`config.mk`:
```
export PLATFORM = sky130hd
export DESIGN_NAME = fld_rmw_engine
export DESIGN_NICKNAME = d
export VERILOG_FILES = /design/src/rtl/fld_rmw_pkg.sv /design/src/rtl/fld_rmw_dp.sv /design/src/rtl/fld_rmw_ctrl.sv /design/src/rtl/fld_rmw_engine.sv
export SDC_FILE = /design/constraint.sdc
export NUM_CORES = 1
export LEC_CHECK = 0
export ABC_AREA = 1
export BUFFER_PORTS_ARGS = -buffer_cell sky130_fd_sc_hd__buf_2
export CAP_MARGIN = 5
export CORE_AREA = 2 2 163 165
export CTS_BUF_LIST = sky130_fd_sc_hd__clkbuf_2 sky130_fd_sc_hd__clkbuf_4 sky130_fd_sc_hd__clkbuf_8
export DETAILED_ROUTE_END_ITERATION = 6
export DIE_AREA = 0 0 165 167
export PLACE_DENSITY = 0.65
export SETUP_SLACK_MARGIN = 0.15
export SLEW_MARGIN = 5
export SYNTH_ARGS = -nofsm -noshare
export SYNTH_HDL_FRONTEND = slang
export SYNTH_HIERARCHICAL = 1
export SYNTH_SLANG_ARGS = --single-unit
```
`constraint.sdc`:
```
create_clock -name clk -period 5.51 [get_ports clk]
set_input_delay 0.2755 -clock clk [delete_from_list [all_inputs] [get_ports clk]]
set_output_delay 0.2755 -clock clk [all_outputs]
set_load 0.01 [all_outputs]
```
`src/rtl/fld_rmw_pkg.sv`:
```
package fld_rmw_pkg;

  localparam int WORD_W  = 32;
  localparam int ADDR16W = 16;
  localparam int FLD_W   = 8;

  typedef struct packed {
    logic [ADDR16W-1:0] regAddr;
    logic [FLD_W-1:0]   width;
    logic [FLD_W-1:0]   offset;
  } fieldDesc_t;

  typedef struct packed {
    logic loadReq;
    logic captureRead;
  } dpStrobe_t;

  typedef enum logic [1:0] {
    ST_IDLE = 2'd0,
    ST_READ = 2'd1,
    ST_WRITE = 2'd2,
    ST_FIN = 2'd3
  } rmwState_t;

  // Ones in the low 'w' bits; saturates at a full word without overshifting.
  function automatic logic [WORD_W-1:0] lowOnes(input logic [FLD_W-1:0] w);
    logic [WORD_W:0] wide;
    if (w >= FLD_W'(WORD_W)) begin
      lowOnes = '1;
    end else begin
      wide = ({{WORD_W{1'b0}}, 1'b1} << w) - 1'b1;
      lowOnes = wide[WORD_W-1:0];
    end
  endfunction

  function automatic logic fieldOutOfRange(input fieldDesc_t d);
    logic [FLD_W:0] span;
    span = {1'b0, d.width} + {1'b0, d.offset};
    fieldOutOfRange = (span > (FLD_W+1)'(WORD_W));
  endfunction

endpackage

```
`src/rtl/fld_rmw_dp.sv`:
```
module fld_rmw_dp
  import fld_rmw_pkg::*;
#(
  parameter int BUS_AW = 32,
  parameter logic [BUS_AW-1:0] BASE_ADDR = '0
) (
  input  logic              clk,
  input  logic              rstN,
  input  dpStrobe_t         strobe,
  input  logic [WORD_W-1:0] reqDesc,
  input  logic [WORD_W-1:0] reqValue,
  input  logic [WORD_W-1:0] busRdata,
  output logic              reqBad,
  output logic [BUS_AW-1:0] busAddr,
  output logic [WORD_W-1:0] mergedWord
);

  fieldDesc_t        descR;
  logic [WORD_W-1:0] valueR;
  logic [WORD_W-1:0] mergedR;
  logic [WORD_W-1:0] fieldMask;
  logic [WORD_W-1:0] placedVal;
  logic [WORD_W-1:0] mergeNext;

  assign reqBad = fieldOutOfRange(fieldDesc_t'(reqDesc));

  always_ff @(posedge clk) begin
    if (!rstN) begin
      descR  <= '0;
      valueR <= '0;
    end else if (strobe.loadReq) begin
      descR  <= fieldDesc_t'(reqDesc);
      valueR <= reqValue;
    end
  end

  always_comb begin
    fieldMask = lowOnes(descR.width) << descR.offset;
    placedVal = (valueR & lowOnes(descR.width)) << descR.offset;
    mergeNext = (busRdata & ~fieldMask) | placedVal;
  end

  always_ff @(posedge clk) begin
    if (!rstN) begin
      mergedR <= '0;
    end else if (strobe.captureRead) begin
      mergedR <= mergeNext;
    end
  end

  assign busAddr    = BASE_ADDR + {{(BUS_AW-ADDR16W){1'b0}}, descR.regAddr};
  assign mergedWord = mergedR;


  full_word_mask_chk: assert property (@(posedge clk) disable iff (!rstN)
    (strobe.captureRead && descR.width == FLD_W'(WORD_W) && descR.offset == '0)
      |=> (mergedR == valueR));

endmodule

```
`src/rtl/fld_rmw_ctrl.sv`:
```
module fld_rmw_ctrl
  import fld_rmw_pkg::*;
(
  input  logic      clk,
  input  logic      rstN,
  input  logic      reqValid,
  input  logic      reqBad,
  input  logic      busAck,
  output logic      reqReady,
  output logic      busReq,
  output logic      busWe,
  output logic      done,
  output logic      error,
  output dpStrobe_t strobe
);

  rmwState_t state;
  logic      errR;
  logic      accept;

  assign accept = reqValid && (state == ST_IDLE);

  always_ff @(posedge clk) begin
    if (!rstN) begin
      state <= ST_IDLE;
      errR  <= 1'b0;
    end else begin
      case (state)
        ST_IDLE: if (accept) begin
          errR  <= reqBad;
          state <= reqBad ? ST_FIN : ST_READ;
        end
        ST_READ:  if (busAck) state <= ST_WRITE;
        ST_WRITE: if (busAck) state <= ST_FIN;
        default:  state <= ST_IDLE;
      endcase
    end
  end

  always_comb begin
    reqReady           = (state == ST_IDLE);
    busReq             = (state == ST_READ) || (state == ST_WRITE);
    busWe              = (state == ST_WRITE);
    done               = (state == ST_FIN);
    error              = (state == ST_FIN) && errR;
    strobe.loadReq     = accept;
    strobe.captureRead = (state == ST_READ) && busAck;
  end


  write_after_read_chk: assert property (@(posedge clk) disable iff (!rstN)
    (busReq && busWe && !$past(busReq && busWe)) |-> $past(busReq && !busWe && busAck));


  busy_after_accept_chk: assert property (@(posedge clk) disable iff (!rstN)
    (reqValid && reqReady) |=> !reqReady);


  done_pulse_chk: assert property (@(posedge clk) disable iff (!rstN)
    done |=> (!done && reqReady));


  error_with_done_chk: assert property (@(posedge clk) disable iff (!rstN)
    error |-> done);


  error_no_bus_chk: assert property (@(posedge clk) disable iff (!rstN)
    (done && error) |-> ($past(reqReady) && !$past(busReq)));

endmodule

```
`src/rtl/fld_rmw_engine.sv`:
```
module fld_rmw_engine
  import fld_rmw_pkg::*;
#(
  parameter int BUS_AW = 32,
  parameter logic [BUS_AW-1:0] BASE_ADDR = '0
) (
  input  logic              clk,
  input  logic              rstN,
  input  logic              reqValid,
  output logic              reqReady,
  input  logic [31:0]       reqDesc,
  input  logic [31:0]       reqValue,
  output logic              busReq,
  output logic              busWe,
  output logic [BUS_AW-1:0] busAddr,
  output logic [31:0]       busWdata,
  input  logic [31:0]       busRdata,
  input  logic              busAck,
  output logic              done,
  output logic              error
);

  dpStrobe_t strobe;
  logic      reqBad;

  fld_rmw_ctrl i_ctrl (
    .clk      (clk),
    .rstN     (rstN),
    .reqValid (reqValid),
    .reqBad   (reqBad),
    .busAck   (busAck),
    .reqReady (reqReady),
    .busReq   (busReq),
    .busWe    (busWe),
    .done     (done),
    .error    (error),
    .strobe   (strobe)
  );

  fld_rmw_dp #(
    .BUS_AW    (BUS_AW),
    .BASE_ADDR (BASE_ADDR)
  ) i_dp (
    .clk        (clk),
    .rstN       (rstN),
    .strobe     (strobe),
    .reqDesc    (reqDesc),
    .reqValue   (reqValue),
    .busRdata   (busRdata),
    .reqBad     (reqBad),
    .busAddr    (busAddr),
    .mergedWord (busWdata)
  );


  bus_hold_chk: assert property (@(posedge clk) disable iff (!rstN)
    (busReq && !busAck) |=> (busReq && $stable(busWe) && $stable(busAddr) && $stable(busWdata)));

endmodule

```
==> out/qor.log <==
qor: yosys.asyncSetResetFlopFracSynth 0%
qor: drt.avgRoutedWirePerCell 16.92 µm
qor: global_route.wire_length_of_the_first_global_routing_pass 52680 µm
qor: sta.timing_max_transition_violations_final 0
qor: yosys.synth.largest_area_cell sky130_fd_sc_hd__dfxtp_1
qor: drt.met3_length 2447 µm
qor: floorplanning.initial_utilization 34.40%
qor: cts.insertion_delay 0.40 ns
qor: drt.remaining_drc_errors 0
qor: yosys.synthesis.area_per_instance 5.656 µm²
qor: setup_path.reg2reg_setup_slack 2.17 ns
qor: cts.cts.root.buffer_cell sky130_fd_sc_hd__clkbuf_8
qor: drt.route.layer.met1.wl 14720 µm
qor: setup_path.end_kind flop
qor: sta.fmaxAchievable 299.4 MHz
qor: cts.cts.sinks 99
qor: yosys.post_synth_inst_count 1567
qor: job.cap_violations 0
qor: worst_hold_path.timing.hold.worst_path_depth 3
qor: placed_design.portBuffers 152
qor: layout.post_route_cells_drive_above_1_share 14.43%
qor: yosys.synth_edf_count 0
qor: layout.area.growth.synth_to_final 10.04%
qor: cts.cts-root-to-sink-buffers 2
qor: yosys.synth_seq_cells 99
qor: yosys.synthDistinctLibCells 41
qor: sta.worst_hold_slack 0.09152 ns
qor: floorplanning.die_height 167 µm
qor: setup_path.r2r_end i_dp/mergedWord[12]
qor: drt.wl_met2 15220 µm
qor: setup_path.worstReg2RegStart i_dp/descR[15]
qor: drt.drt-vias-per-instance 5.426
qor: sta.clock_skew 0.01257 ns
qor: floorplanning.rows 59
qor: worst_hold_path.worstHoldEndpoint i_dp/descR[31]
qor: power.post-layout-total-power 5.581 mW
qor: layout.number_of_filler_instances_in_the_final_layout 2909
qor: cts.cts-buffers-inserted 9
qor: setup_path.critPathMaxFanout 11
qor: setup_path.critPathKind reg2reg
qor: drt.drt_wl_total 33340 µm
qor: power.vdd_ir_drop_max 0.3015 mV
qor: floorplanning.floorplan.die_area 27560 µm²
qor: yosys.ys_warn_count 6
qor: sta.setup_slack 2.170 ns
qor: placed_design.place_worst_setup_slack 2.289 ns
qor: placed_design.hpwl 24950 µm
qor: global_route.grt_max_degree 66
qor: drt.top_layer met4
qor: yosys.synth_most_common_cell sky130_fd_sc_hd__nand2_1
qor: setup_path.timing.critical_path.from i_dp/descR[15]
qor: yosys.postSynth.topFlopCell sky130_fd_sc_hd__dfxtp_1
qor: worst_hold_path.hold_class in2reg
qor: cts.cts_hold_buf 0
qor: cts.cts_htree_levels 3
qor: setup_path.arrival_time_at_the_worst_endpoint 3.64 ns
qor: worst_hold_path.worstHoldStart reqDesc[31]
qor: placed_design.placedCellCount 1954
qor: power.cellPowerDensity 572.2 nW/µm²
qor: power.p_leak 5.178 nW
qor: yosys.yosysSeqAreaShare 22.36%
qor: sta.fin_tns_setup 0 ns
qor: floorplanning.io_pins 169
qor: sta.rsz_0062_raised_after_global_routing no
qor: cts.postCtsSetupBuffers 0
qor: yosys.yosys-top-cells-area sky130_fd_sc_hd__dfxtp_1 (22%), sky130_fd_sc_hd__nand3_1 (19%), sky130_fd_sc_hd__nand2_1 (17%), sky130_fd_sc_hd__nor2_1 (8.2%), sky130_fd_sc_hd__o21ai_0 (5.9%)
qor: sta.min_period_over_period 60.62%
qor: setup_path.timing.reg2reg.worst_path_depth 19
qor: layout.stdcell_count 1970
qor: floorplanning.chipWidth 165 µm
qor: cts.clk_transition_reported_paths 0.11 ns
qor: yosys.synth_top_area_share 22.36%
qor: setup_path.crit_path_start_kind flop
qor: drt.vias 10690
qor: sta.final-setup-viol-count 0
qor: drt.drt-initial-drc-count 1158
qor: cts.cts_tree built
qor: sta.timing.slew.headroom 32.62%
qor: floorplanning.core-area 25760 µm²
qor: global_route.globalRoute.totalOverflow 0
qor: global_route.grt_usage 24.12%
qor: yosys.netlist_area 8864 µm²
qor: placed_design.dpl-instance-area 9562 µm²
qor: global_route.grt_pass1_vias 9897
qor: layout.diodes 0
qor: drt.antenna_violating_nets_post_route 0
qor: drt.first_drt_pass_iteration_count 6
qor: status.run_status finished, final reports clean
qor: layout.finish.instance_area 9753 µm²
qor: sta.hold_viol_final 0
qor: cts.post_cts.resized_instances 0
qor: yosys.ys_top_cells_by_count sky130_fd_sc_hd__nand2_1 (397), sky130_fd_sc_hd__nand3_1 (336), sky130_fd_sc_hd__nor2_1 (193), sky130_fd_sc_hd__o21ai_0 (105), sky130_fd_sc_hd__dfxtp_1 (99)
qor: global_route.grt_antenna_before_repair 0
qor: layout.finish.utilization 37.86%
qor: sta.worst_pin_slew 1.011 ns
qor: layout.finish.net_count 1745
qor: sta.finalWorstPathRequiredPeriod 3.340 ns
qor: setup_path.cp.required 5.81 ns
qor: placed_design.gpl.final_weighted_congestion 0.9607
## metal layers
layer  vias up  global-route usage [%]
met5         -                       0
met4         0                   8.204
met3        55                   3.387
met2       474                   38.33
met1      4882                   33.28
li1       5278                       -
## kinds of logic (layout without fill, tap and decap cells)
logic type | Yosys count | count (layout) | synth area share [%]
compound gates | 225 | 225 | 14.02
xor+xnor | 3 | 3 | 0.2965
fa+ha+maj | 15 | 15 | 2.202
buf+inv | 227 | 280 | 11.48
flops | 99 | 99 | 22.36
other cells | 1 | 16 | 0.04231
simple gates | 997 | 997 | 49.61
## critical path, cell delays in order (launching register included)
cell	delay, ns
sky130_fd_sc_hd__dfxtp_1	0.33
sky130_fd_sc_hd__nor2_2	0.31
sky130_fd_sc_hd__nand4_1	0.17
sky130_fd_sc_hd__nor2_1	0.18
sky130_fd_sc_hd__nand2_1	0.14
sky130_fd_sc_hd__ha_1	0.28
sky130_fd_sc_hd__nand2_2	0.12
sky130_fd_sc_hd__nor2_2	0.06
sky130_fd_sc_hd__nand2_2	0.10
sky130_fd_sc_hd__o21bai_1	0.08
sky130_fd_sc_hd__nand3_1	0.18
sky130_fd_sc_hd__nand2_1	0.12
sky130_fd_sc_hd__nand3_1	0.11
sky130_fd_sc_hd__nand3_1	0.12
sky130_fd_sc_hd__nand3_1	0.14
sky130_fd_sc_hd__nand3_1	0.11
sky130_fd_sc_hd__a21oi_1	0.23
sky130_fd_sc_hd__o21ai_0	0.24
sky130_fd_sc_hd__o211ai_1	0.18
sky130_fd_sc_hd__inv_1	0.05
## worst max-delay path by stage
stage,to,slack (ns),cells after the start
finish,i_dp/mergedWord[12],2.17,19
global route,i_dp/mergedWord[31],1.92,20
CTS,i_dp/mergedWord[12],2.27,19
detailed placement,i_dp/mergedWord[12],2.29,19
global placement,i_dp/mergedWord[12],2.33,19
floorplan,i_dp/mergedWord[12],3.10,20
## cell type report
cell class	instances	area (µm²)	share of cell area (%)
multi-input cells	1256	5921	60.71
well taps	335	419.2	4.298
inverters	97	364.1	3.733
repair buffers	167	873.3	8.954
clock buffers	10	137.6	1.411
clock inverters	6	53.80	0.5516
flip-flops and latches	99	1984	20.35
## flip-flops by register name, summed over array words and instances (netlist names)
name and flops:
i_ctrl/state 2, i_ctrl/errR 1, i_dp/valueR 32, i_dp/mergedWord 32
i_dp/descR 32
## power by group
| group | internal, mW | switching, mW | total, mW |
|---|---|---|---|
| clock network | 0.185 | 0.306 | 0.492 |
| logic | 1.18 | 2.87 | 4.04 |
| registers | 0.900 | 0.145 | 1.04 |
| total | 2.26 | 3.32 | 5.58 |
## cell usage in the layout (no fill, tap or decap), types with 20 or more instances in the layout
cell type,netlist,layout
sky130_fd_sc_hd__buf_2,18,152
sky130_fd_sc_hd__inv_1,87,87
sky130_fd_sc_hd__o21ai_0,105,105
sky130_fd_sc_hd__dfxtp_1,99,97
sky130_fd_sc_hd__nor2_1,193,193
sky130_fd_sc_hd__a21oi_1,74,74
sky130_fd_sc_hd__o211ai_1,20,20
sky130_fd_sc_hd__nand3_1,336,336
sky130_fd_sc_hd__nand4_1,23,23
sky130_fd_sc_hd__nand2_1,397,397
Note: power is estimated with default switching activity, not from simulation.
